## config.mk

```make
export PLATFORM = sky130hd
export DESIGN_NAME = audio_regbank
export DESIGN_NICKNAME = d
export VERILOG_FILES = /design/src/rtl/audio_regbank_pkg.sv /design/src/rtl/regbank_decode.sv /design/src/rtl/regbank_frames.sv /design/src/rtl/regbank_irq.sv /design/src/rtl/audio_regbank.sv
export SDC_FILE = /design/constraint.sdc
export NUM_CORES = 1
export LEC_CHECK = 0
export ABC_AREA = 1
export BUFFER_PORTS_ARGS = -buffer_cell sky130_fd_sc_hd__buf_2
export CORE_MARGIN = 2
export CORE_UTILIZATION = 53
export DETAILED_ROUTE_END_ITERATION = 12
export PLACE_DENSITY = 0.7
export SKIP_CTS_REPAIR_TIMING = 1
export SYNTH_ARGS = -nofsm -noshare
export SYNTH_HDL_FRONTEND = slang
export SYNTH_HIERARCHICAL = 1
export SYNTH_SLANG_ARGS = --single-unit
```

## constraint.sdc

```tcl
create_clock -name clk -period 4 [get_ports clk]
set_input_delay 0.6 -clock clk [delete_from_list [all_inputs] [get_ports clk]]
set_output_delay 0.6 -clock clk [all_outputs]
set_load 0.05 [all_outputs]
```

## src/rtl/audio_regbank_pkg.sv

```systemverilog
package audio_regbank_pkg;

  typedef enum logic [3:0] {
    TGT_NONE,
    TGT_CTRL,
    TGT_STAT,
    TGT_PAGE,
    TGT_CODEC,
    TGT_SCTRL,
    TGT_SCNT,
    TGT_FRAME,
    TGT_PHANTOM,
    TGT_LEGACY
  } tgt_e;

  typedef struct packed {
    tgt_e       tgt;
    logic [2:0] fidx;
    logic [1:0] sidx;
  } dec_t;

  localparam logic [31:0] CTRL_RESET   = 32'h0000_0001;
  localparam logic [31:0] STAT_FIXED   = 32'h0000_0060;
  localparam logic [31:0] LEGACY_VALUE = 32'h0000_0005;
  localparam int          IEN_LSB      = 8;

endpackage

```

## src/rtl/regbank_decode.sv

```systemverilog
module regbank_decode
  import audio_regbank_pkg::*;
#(
  parameter int ADDR_W = 8,
  parameter int PAGE_W = 4
) (
  input  logic [ADDR_W-1:0] addr,
  input  logic [PAGE_W-1:0] page,
  input  logic [1:0]        size,
  output dec_t              dec
);
  localparam int FULL_W = ADDR_W + PAGE_W;

  logic [FULL_W-1:0] full;

  always_comb begin
    full = {{PAGE_W{1'b0}}, addr};
    if (addr[ADDR_W-1:4] == (ADDR_W-4)'(3))
      full = {page, addr};
  end

  always_comb begin
    dec = '{tgt: TGT_NONE, fidx: 3'd0, sidx: 2'd0};
    case (full[FULL_W-1:2])
      (FULL_W-2)'('h000 >> 2): dec.tgt = TGT_CTRL;
      (FULL_W-2)'('h004 >> 2): dec.tgt = TGT_STAT;
      (FULL_W-2)'('h00C >> 2): dec.tgt = TGT_PAGE;
      (FULL_W-2)'('h010 >> 2): dec.tgt = TGT_CODEC;
      (FULL_W-2)'('h018 >> 2):
        if (size == 2'd0 && full[1:0] == 2'd3) dec.tgt = TGT_LEGACY;
      (FULL_W-2)'('h020 >> 2): dec.tgt = TGT_SCTRL;
      (FULL_W-2)'('h024 >> 2): begin dec.tgt = TGT_SCNT; dec.sidx = 2'd0; end
      (FULL_W-2)'('h028 >> 2): begin dec.tgt = TGT_SCNT; dec.sidx = 2'd1; end
      (FULL_W-2)'('h02C >> 2): begin dec.tgt = TGT_SCNT; dec.sidx = 2'd2; end
      (FULL_W-2)'('hC30 >> 2), (FULL_W-2)'('hC34 >> 2),
      (FULL_W-2)'('hC38 >> 2), (FULL_W-2)'('hC3C >> 2): begin
        dec.tgt  = TGT_FRAME;
        dec.fidx = {1'b0, full[3:2]};
      end
      (FULL_W-2)'('hD30 >> 2), (FULL_W-2)'('hD34 >> 2): begin
        dec.tgt  = TGT_FRAME;
        dec.fidx = 3'd4 + {2'b0, full[2]};
      end
      (FULL_W-2)'('hD38 >> 2), (FULL_W-2)'('hD3C >> 2): dec.tgt = TGT_PHANTOM;
      default: dec.tgt = TGT_NONE;
    endcase
  end
endmodule

```

## src/rtl/regbank_frames.sv

```systemverilog
module regbank_frames #(
  parameter int DATA_W  = 32,
  parameter int NFRAMES = 6,
  localparam int IDX_W  = $clog2(NFRAMES),
  localparam int NLANES = DATA_W / 8
) (
  input  logic              clk,
  input  logic              rst,
  input  logic              we,
  input  logic [IDX_W-1:0]  widx,
  input  logic [NLANES-1:0] strb,
  input  logic [DATA_W-1:0] wdata,
  input  logic [IDX_W-1:0]  ridx,
  output logic [DATA_W-1:0] rdata
);
  logic [DATA_W-1:0] regs [NFRAMES];

  for (genvar g = 0; g < NFRAMES; g++) begin : g_frame
    always_ff @(posedge clk) begin
      if (rst) begin
        regs[g] <= '0;
      end else if (we && widx == IDX_W'(g)) begin
        for (int l = 0; l < NLANES; l++)
          if (strb[l]) regs[g][l*8 +: 8] <= wdata[l*8 +: 8];
      end
    end
  end

  assign rdata = (int'(ridx) < NFRAMES) ? regs[ridx] : '1;
endmodule

```

## src/rtl/regbank_irq.sv

```systemverilog
module regbank_irq #(
  parameter int NCHAN = 3
) (
  input  logic             clk,
  input  logic             rst,
  input  logic [NCHAN-1:0] en,
  input  logic [NCHAN-1:0] en_nxt,
  input  logic             en_we,
  input  logic [NCHAN-1:0] done,
  output logic [NCHAN-1:0] pend,
  output logic             irq_o
);
  logic [NCHAN-1:0] drop, set, pend_n;

  always_comb begin
    drop   = en_we ? (en & ~en_nxt) : '0;
    set    = done & en;
    pend_n = (pend & ~drop) | set;
  end

  always_ff @(posedge clk) begin
    if (rst) begin
      pend  <= '0;
      irq_o <= 1'b0;
    end else begin
      pend  <= pend_n;
      irq_o <= |pend_n;
    end
  end

  a_r6_irq_is_or: assert property (@(posedge clk) disable iff (rst)
    irq_o == (|pend));

  for (genvar c = 0; c < NCHAN; c++) begin : g_chk
    a_r7_no_set_when_off: assert property (@(posedge clk) disable iff (rst)
      (!pend[c] && !(done[c] && en[c])) |=> !pend[c]);
    a_r8_drop_clears: assert property (@(posedge clk) disable iff (rst)
      (en_we && en[c] && !en_nxt[c] && !done[c]) |=> !pend[c]);
    a_r8_set_wins: assert property (@(posedge clk) disable iff (rst)
      (done[c] && en[c]) |=> pend[c]);
  end
endmodule

```

## src/rtl/audio_regbank.sv

```systemverilog
module audio_regbank
  import audio_regbank_pkg::*;
#(
  parameter int ADDR_W  = 8,
  parameter int PAGE_W  = 4,
  parameter int NCHAN   = 3,
  parameter int NFRAMES = 6,
  parameter int SCNT_W  = 16
) (
  input  logic              clk,
  input  logic              rst,
  input  logic              req_valid,
  output logic              req_ready,
  input  logic              req_write,
  input  logic [ADDR_W-1:0] req_addr,
  input  logic [1:0]        req_size,
  input  logic [3:0]        req_strb,
  input  logic [31:0]       req_wdata,
  output logic              rsp_valid,
  output logic [31:0]       rsp_data,
  input  logic [NCHAN-1:0]  chan_done,
  output logic              irq_o
);
  localparam int DATA_W = 32;
  localparam int IDX_W  = $clog2(NFRAMES);

  logic [DATA_W-1:0] ctrl, codec, sctrl, sctrl_n, bmask, fr_rdata, rword, shifted;
  logic [PAGE_W-1:0] page;
  logic [SCNT_W-1:0] scnt [NCHAN];
  logic [NCHAN-1:0]  pend, en_cur, en_new;
  dec_t              dec;
  logic              wr, rd, sc_we;

  assign req_ready = 1'b1;
  assign wr = req_valid && req_write;
  assign rd = req_valid && !req_write;

  regbank_decode #(.ADDR_W(ADDR_W), .PAGE_W(PAGE_W)) dec_i (
    .addr(req_addr), .page(page), .size(req_size), .dec(dec));

  for (genvar l = 0; l < 4; l++) begin : g_mask
    assign bmask[l*8 +: 8] = {8{req_strb[l]}};
  end

  assign sctrl_n = (sctrl & ~bmask) | (req_wdata & bmask);
  assign sc_we   = wr && dec.tgt == TGT_SCTRL;

  for (genvar c = 0; c < NCHAN; c++) begin : g_en
    assign en_cur[c] = sctrl[IEN_LSB + NCHAN - 1 - c];
    assign en_new[c] = sctrl_n[IEN_LSB + NCHAN - 1 - c];
  end

  regbank_irq #(.NCHAN(NCHAN)) irq_i (
    .clk(clk), .rst(rst), .en(en_cur), .en_nxt(en_new), .en_we(sc_we),
    .done(chan_done), .pend(pend), .irq_o(irq_o));

  regbank_frames #(.DATA_W(DATA_W), .NFRAMES(NFRAMES)) fr_i (
    .clk(clk), .rst(rst), .we(wr && dec.tgt == TGT_FRAME),
    .widx(dec.fidx[IDX_W-1:0]), .strb(req_strb), .wdata(req_wdata),
    .ridx(dec.fidx[IDX_W-1:0]), .rdata(fr_rdata));

  always_ff @(posedge clk) begin
    if (rst) begin
      ctrl  <= CTRL_RESET;
      codec <= '0;
      sctrl <= '0;
      page  <= '0;
      for (int c = 0; c < NCHAN; c++) scnt[c] <= '0;
    end else if (wr) begin
      case (dec.tgt)
        TGT_CTRL:  ctrl  <= (ctrl & ~bmask) | (req_wdata & bmask);
        TGT_CODEC: codec <= (codec & ~bmask) | (req_wdata & bmask);
        TGT_SCTRL: sctrl <= sctrl_n;
        TGT_PAGE:  if (req_strb[0]) page <= req_wdata[PAGE_W-1:0];
        TGT_SCNT:
          for (int c = 0; c < NCHAN; c++)
            if (dec.sidx == 2'(c))
              for (int l = 0; l < SCNT_W/8; l++)
                if (req_strb[l]) scnt[c][l*8 +: 8] <= req_wdata[l*8 +: 8];
        default: ;
      endcase
    end
  end

  always_comb begin
    rword = '1;
    case (dec.tgt)
      TGT_CTRL:   rword = ctrl;
      TGT_STAT:   rword = {|pend, STAT_FIXED[30:NCHAN], pend};
      TGT_PAGE:   rword = DATA_W'(page);
      TGT_CODEC:  rword = codec;
      TGT_SCTRL:  rword = sctrl;
      TGT_SCNT:   rword = DATA_W'(scnt[dec.sidx]);
      TGT_FRAME:  rword = fr_rdata;
      default:    rword = '1;
    endcase
    shifted = rword >> {req_addr[1:0], 3'b000};
    case (req_size)
      2'd0:    shifted = shifted & 32'h0000_00FF;
      2'd1:    shifted = shifted & 32'h0000_FFFF;
      default: ;
    endcase
    if (dec.tgt == TGT_LEGACY)
      shifted = LEGACY_VALUE;
    else if (dec.tgt == TGT_NONE || dec.tgt == TGT_PHANTOM)
      shifted = '1;
  end

  always_ff @(posedge clk) begin
    if (rst) begin
      rsp_valid <= 1'b0;
      rsp_data  <= '0;
    end else begin
      rsp_valid <= rd;
      if (rd) rsp_data <= shifted;
    end
  end

  a_r10_rsp_after_read: assert property (@(posedge clk) disable iff (rst)
    rd |=> rsp_valid);
  a_r10_no_spurious_rsp: assert property (@(posedge clk) disable iff (rst)
    !rd |=> !rsp_valid);
  a_r3_page_stable: assert property (@(posedge clk) disable iff (rst)
    !(wr && dec.tgt == TGT_PAGE) |=> $stable(page));
  a_r6_status_irq: assert property (@(posedge clk) disable iff (rst)
    irq_o == (pend != '0));
endmodule

```

=== Yosys cells after proc, flatten, opt, wreduce, memory -nomap -nowiden ===
Memories as Yosys holds them, arrays and structs flattened.
Cells that the tools add are included.

* Input port bits: 53
* Output and inout port bits: 35
* Memories kept: 2
* Bits in writable memories: 240
* Register bits after elaboration: 137

{| class="wikitable"
|+ Memories
! memory !! depth !! bits a word !! read ports !! clocked after Yosys merged registers in !! wr ports !! RTL line !! text
|-
| fr_i.regs || 6 || 32 || 1 || 0 || 6 || regbank_frames.sv:16 || <nowiki>logic [DATA_W-1:0] regs [NFRAMES];</nowiki>
|-
| scnt || 3 || 16 || 1 || 0 || 3 || audio_regbank.sv:29 || <nowiki>logic [SCNT_W-1:0] scnt [NCHAN];</nowiki>
|}

* Shift operators: 1
* $add $sub $neg: 1
* Mux-type cells: 149
* Equality and inequality tests: 35
* Reduce and logical (&&, ||, !) cells: 29
* Bitwise gates (word level): 44
* Magnitude comparators: 1

{| class="wikitable"
|+ Operators by type and width
! operator !! count
|-
| 2-to-1 mux 8 bit || 30
|-
| case mux 32 bit (7 select lines) || 1
|-
| AND 32 bit || 4
|-
| 2-to-1 mux 1 bit || 108
|-
| 2-to-1 mux 32 bit || 3
|-
| bitwise OR 32 bit || 3
|-
| == test 10 bit (second input constant) || 8
|-
| case mux 32 bit (2 select lines) || 1
|-
| == test 10 x 4 -> 1 bit (second input constant) || 4
|-
| case mux 4 bit (9 select lines) || 1
|-
| inverter 32 bit || 1
|-
| right shift 32 x 5 -> 32 bit || 1
|-
| bitwise OR 1 bit || 30
|-
| == test 10 x 3 -> 1 bit (second input constant) || 2
|-
| == test 4 x 3 -> 1 bit (second input constant) || 4
|-
| == test 4 x 2 -> 1 bit (second input constant) || 3
|-
| 2-to-1 mux 12 bit || 1
|-
| logical AND 1 bit || 11
|-
| == test 10 x 1 -> 1 bit (second input constant) || 1
|-
| == test 10 x 2 -> 1 bit (second input constant) || 1
|-
| logical NOT 10 bit || 1
|-
| AND 3 bit || 3
|-
| OR reduction 3 bit || 3
|-
| == test 4 bit (second input constant) || 2
|-
| 24 further kinds || 33
|}

=== Logic depth before layout (Yosys ltp) ===
* Word-level depth: 13
* Depth in mapped cells: 24
* Mapped depth without buffers: 21

=== Cells and area by module ===
Netlist, hierarchy kept.

{| class="wikitable"
|+ Modules (own cells, without submodules)
! module !! area an instance (um^2) !! times used !! cells an instance
|-
| regbank_frames || 9555.4 || 1 || 1089
|-
| audio_regbank || 8544.4 || 1 || 1183
|-
| regbank_decode || 286.5 || 1 || 61
|-
| regbank_irq || 186.4 || 1 || 27
|}

=== Least setup slack after synthesis ===
Ideal clock, no wire load.

* Path kind: input-to-reg
* Start point: in req_addr[7]
* End point: mem fr_i.regs[4][0] (enable)
* Arrival time: 2.892 ns
* Path buffers: 0
* Setup time: 0.384 ns
* Path slack: 0.724 ns
* Data required time: 3.616 ns
* Stages on the path: 13
* Path through: nor2_4 -> nand3_1 -> nor2_1 -> nor2_1 -> nand2_1 -> nand2_1 -> inv_1 -> nand2_1 -> nor2_1 -> nand2_1 -> nor2_4 -> inv_1 -> o21ai_0

{| class="wikitable"
|+ RTL lines
! what !! RTL line !! text
|-
| start: declaration || audio_regbank.sv:15 || <nowiki>input logic [ADDR_W-1:0] req_addr,</nowiki>
|-
| end: declaration || regbank_frames.sv:16 ||
|}

==> flow_metrics.env <==
export IMPL_crit_fanout=8
export IMPL_synth_async_reset_ratio_pct=0
export IMPL_fp_dieH_microns=191
export IMPL_required_ps=4250
export IMPL_antenna_found_initial=2
export IMPL_hold_slack_ps=340
export IMPL_synth_largest_area_cell="edfxtp_1"
export IMPL_die_x_microns=191
export IMPL_cp_cell_sequence="nor2_1, nand2_1, a21oi_1, o21ai_0, nand2_1, nand2_1, inv_1, nand2_1, nor2_1, nand2_1, nor2_4, inv_1, o21ai_0, buf_4"
export IMPL_grt_use_met3_pct=4.08
export IMPL_maxSlewViolCount=0
export IMPL_grt_total_usage_pct=29.4
export IMPL_slowest_stage="dfxtp_1"
export IMPL_critPathLaunchType="register"
export IMPL_slew_headroom_pct=36.7
export IMPL_hold_viol_final=0
export IMPL_grt_start_max_net_pins=101
export IMPL_antenna_left=0
export IMPL_grt_use_met1_pct=40.7
export IMPL_cts_root_buf="clkbuf_16"
export IMPL_rsz0062_at_grt="false"
export IMPL_clock_sinks=377
export IMPL_top_usage_layer="met2"
export IMPL_core_area_sq_mm=0.0345
export IMPL_io_buffers=86
export IMPL_dp_hpwl_mm=37.3
export IMPL_ys_flop_type="edfxtp_1"
export IMPL_dr_total_vias=16200
export IMPL_path_buf_inv=3
export IMPL_fin_crit_sh_pct=82.1
export IMPL_grt_pass1_vias=15400
export IMPL_drive_gt1_share_pct=10.7
export IMPL_avgSynthCellArea_sq_um=7.87
export IMPL_status="completed"
export IMPL_numCtsBuffers=41
export IMPL_crit_type="register to register"
export IMPL_drc=0
export IMPL_yosysUniqueCellTypes=40
export IMPL_clockBufferDepth=3
export IMPL_syn_nets=2413
export IMPL_h_tree_depth=2
export IMPL_fmax_mhz=304
export IMPL_cts_clk_slew_worst_paths_ps=60
export IMPL_clk_latency_ps=550
export IMPL_setup_worst_path_end_class="register"
export IMPL_skew_ps=11.1
export IMPL_syn_inst=2360
export IMPL_row_count=68
export IMPL_post_drt_wl_per_cell_microns=18.1
export IMPL_p_leak_nw=9.21
export IMPL_cp_arrival_ps=3540
export IMPL_die_area_sq_mm=0.0366
export IMPL_cts_tree="built"
export IMPL_place_gp_congestion=0.946
export IMPL_hp_class="input pin to register"
export IMPL_wl_mm=52.7
export IMPL_fin_cells=2920
export IMPL_vias_per_cell=5.53
export IMPL_grt_pass1_wl_mm=83.0
export IMPL_synth_area_leaders="edfxtp_1 39%, dfxtp_1 15%, nand2_1 14%"
export IMPL_cp_slowest_stage_delay_ps=360
export IMPL_placed_cells=2847
export IMPL_dr_pass1_iters=6
export IMPL_path_common_cell="nand2_1"
export IMPL_drtIter0Drc=1573
export IMPL_crit_family="simple AND/OR/NAND/NOR gates"
export IMPL_seq_area_frac_synth_pct=53.6
export IMPL_vdd_drop_max_mv=0.320
export IMPL_setup_viol=0
export IMPL_synth_top_cell_area_share_pct=38.8
export IMPL_synth_edf_count=240
export IMPL_drv_cap=0
export IMPL_fillers=3201
export IMPL_finalSetupTns_ps=0
export IMPL_ios=88
export IMPL_start_util_pct=53.8
export IMPL_grt_overflow_total=0
export IMPL_yosysWarnings=6
export IMPL_finalCriticalPeriod_ps=3280
export IMPL_area_growth_pct=11.2
export IMPL_power_density_mw_per_mm2=412
export IMPL_synth_area_sq_mm=0.0186
export IMPL_grt_util_met2_pct=48.2
export IMPL_max_slew_worst_pin_slew_ps=948
export IMPL_nNetsFinal=2488
export IMPL_ys_seq_elements=377
cell usage after synthesis (2+ instances only):
cell,n
inv_1,240
nor2_4,14
buf_6,8
o211ai_1,2
nand3_1,185
buf_1,6
a21oi_1,98
nand2_1,682
dfxtp_1,137
buf_4,15
o21ai_0,139
nand2_2,9
nor2_2,16
nand4_1,8
buf_2,27
nor2_1,402
nand3_2,10
o21ai_1,36
nand3_4,6
a211oi_1,7
o21bai_1,3
a21oi_2,2
clkbuf_1,43
inv_2,9
nor3_1,2
edfxtp_1,240
through the flow:
| stage | util (%) | area, sq um | worst slack (ps) | power, W |
|---|---|---|---|---|
| after detailed placement | 56.2 | 19400 | 327 | 0.00506 |
| after global placement | 56.2 | 19400 | 488 | 0.00505 |
| after CTS | 59.8 | 20600 | 759 | 0.00855 |
| after floorplan | - | 18600 | 724 | 0.00481 |
| final | 59.8 | 20600 | 716 | 0.00851 |
| after global routing | 59.8 | 20600 | 408 | 0.00878 |
power breakdown:
group          switching (W)  internal, W  total (W)
Sequential         0.0000439      0.00426    0.00430
Combinational       0.000519     0.000165   0.000684
Clock                0.00150      0.00202    0.00352
worst paths after layout:
check,start,end,slack (ps),cells past startpoint
min reg2reg,rsp_data[20],rsp_data[20],460,2
max reg2reg,page[0],fr_i/regs[1][20],720,14
max,page[0],fr_i/regs[1][20],720,14
min,req_wdata[0],register,340,3
kinds of logic (layout without fill, tap and decap cells):
kind of cell	count (synthesis)	after routing	synth area share (%)
buffers and inverters	353	457	8.04
AO/OA/AOI/OAI	291	291	8.10
flip-flops	377	377	53.6
AND/OR/NAND/NOR	1338	1338	30.3
other	1	2	0.0202
per-layer routing:
metal | up-vias | part of all wire (%)
met5 | - | 0.025
met4 | 2 | 2.6
met3 | 105 | 9.0
met2 | 729 | 47
met1 | 7594 | 41
li1 | 7720 | -
cell type report:
cell class | count | area (sq um) | share of cell area [%]
repair buffers | 132 | 801 | 3.88
clock inverters | 9 | 48.8 | 0.236
clock buffers | 63 | 1170 | 5.69
inverters | 253 | 958 | 4.64
well taps | 455 | 569 | 2.76
diodes | 1 | 2.50 | 0.0121
multi-input cells | 1630 | 7140 | 34.6
flip-flops and latches | 377 | 9950 | 48.2
worst reg2reg max path, cell delays in order (launching register included):
cell and delay [ps]:
dfxtp_1 360, nor2_1 130, nand2_1 80, a21oi_1 190, o21ai_0 130, nand2_1 230
nand2_1 180, inv_1 280, nand2_1 170, nor2_1 280, nand2_1 200, nor2_4 230
inv_1 160, o21ai_0 170, buf_4 210
cell usage in the layout, fill, tap and decap left out, types with 44 or more instances in the layout:
cell type | synthesis | layout
a21oi_1 | 98 | 98
buf_2 | 27 | 86
buf_4 | 15 | 44
dfxtp_1 | 137 | 137
edfxtp_1 | 240 | 240
inv_1 | 240 | 240
nand2_1 | 682 | 682
nand3_1 | 185 | 185
nor2_1 | 402 | 401
o21ai_0 | 139 | 139
Power figures use the tool's default switching activity.
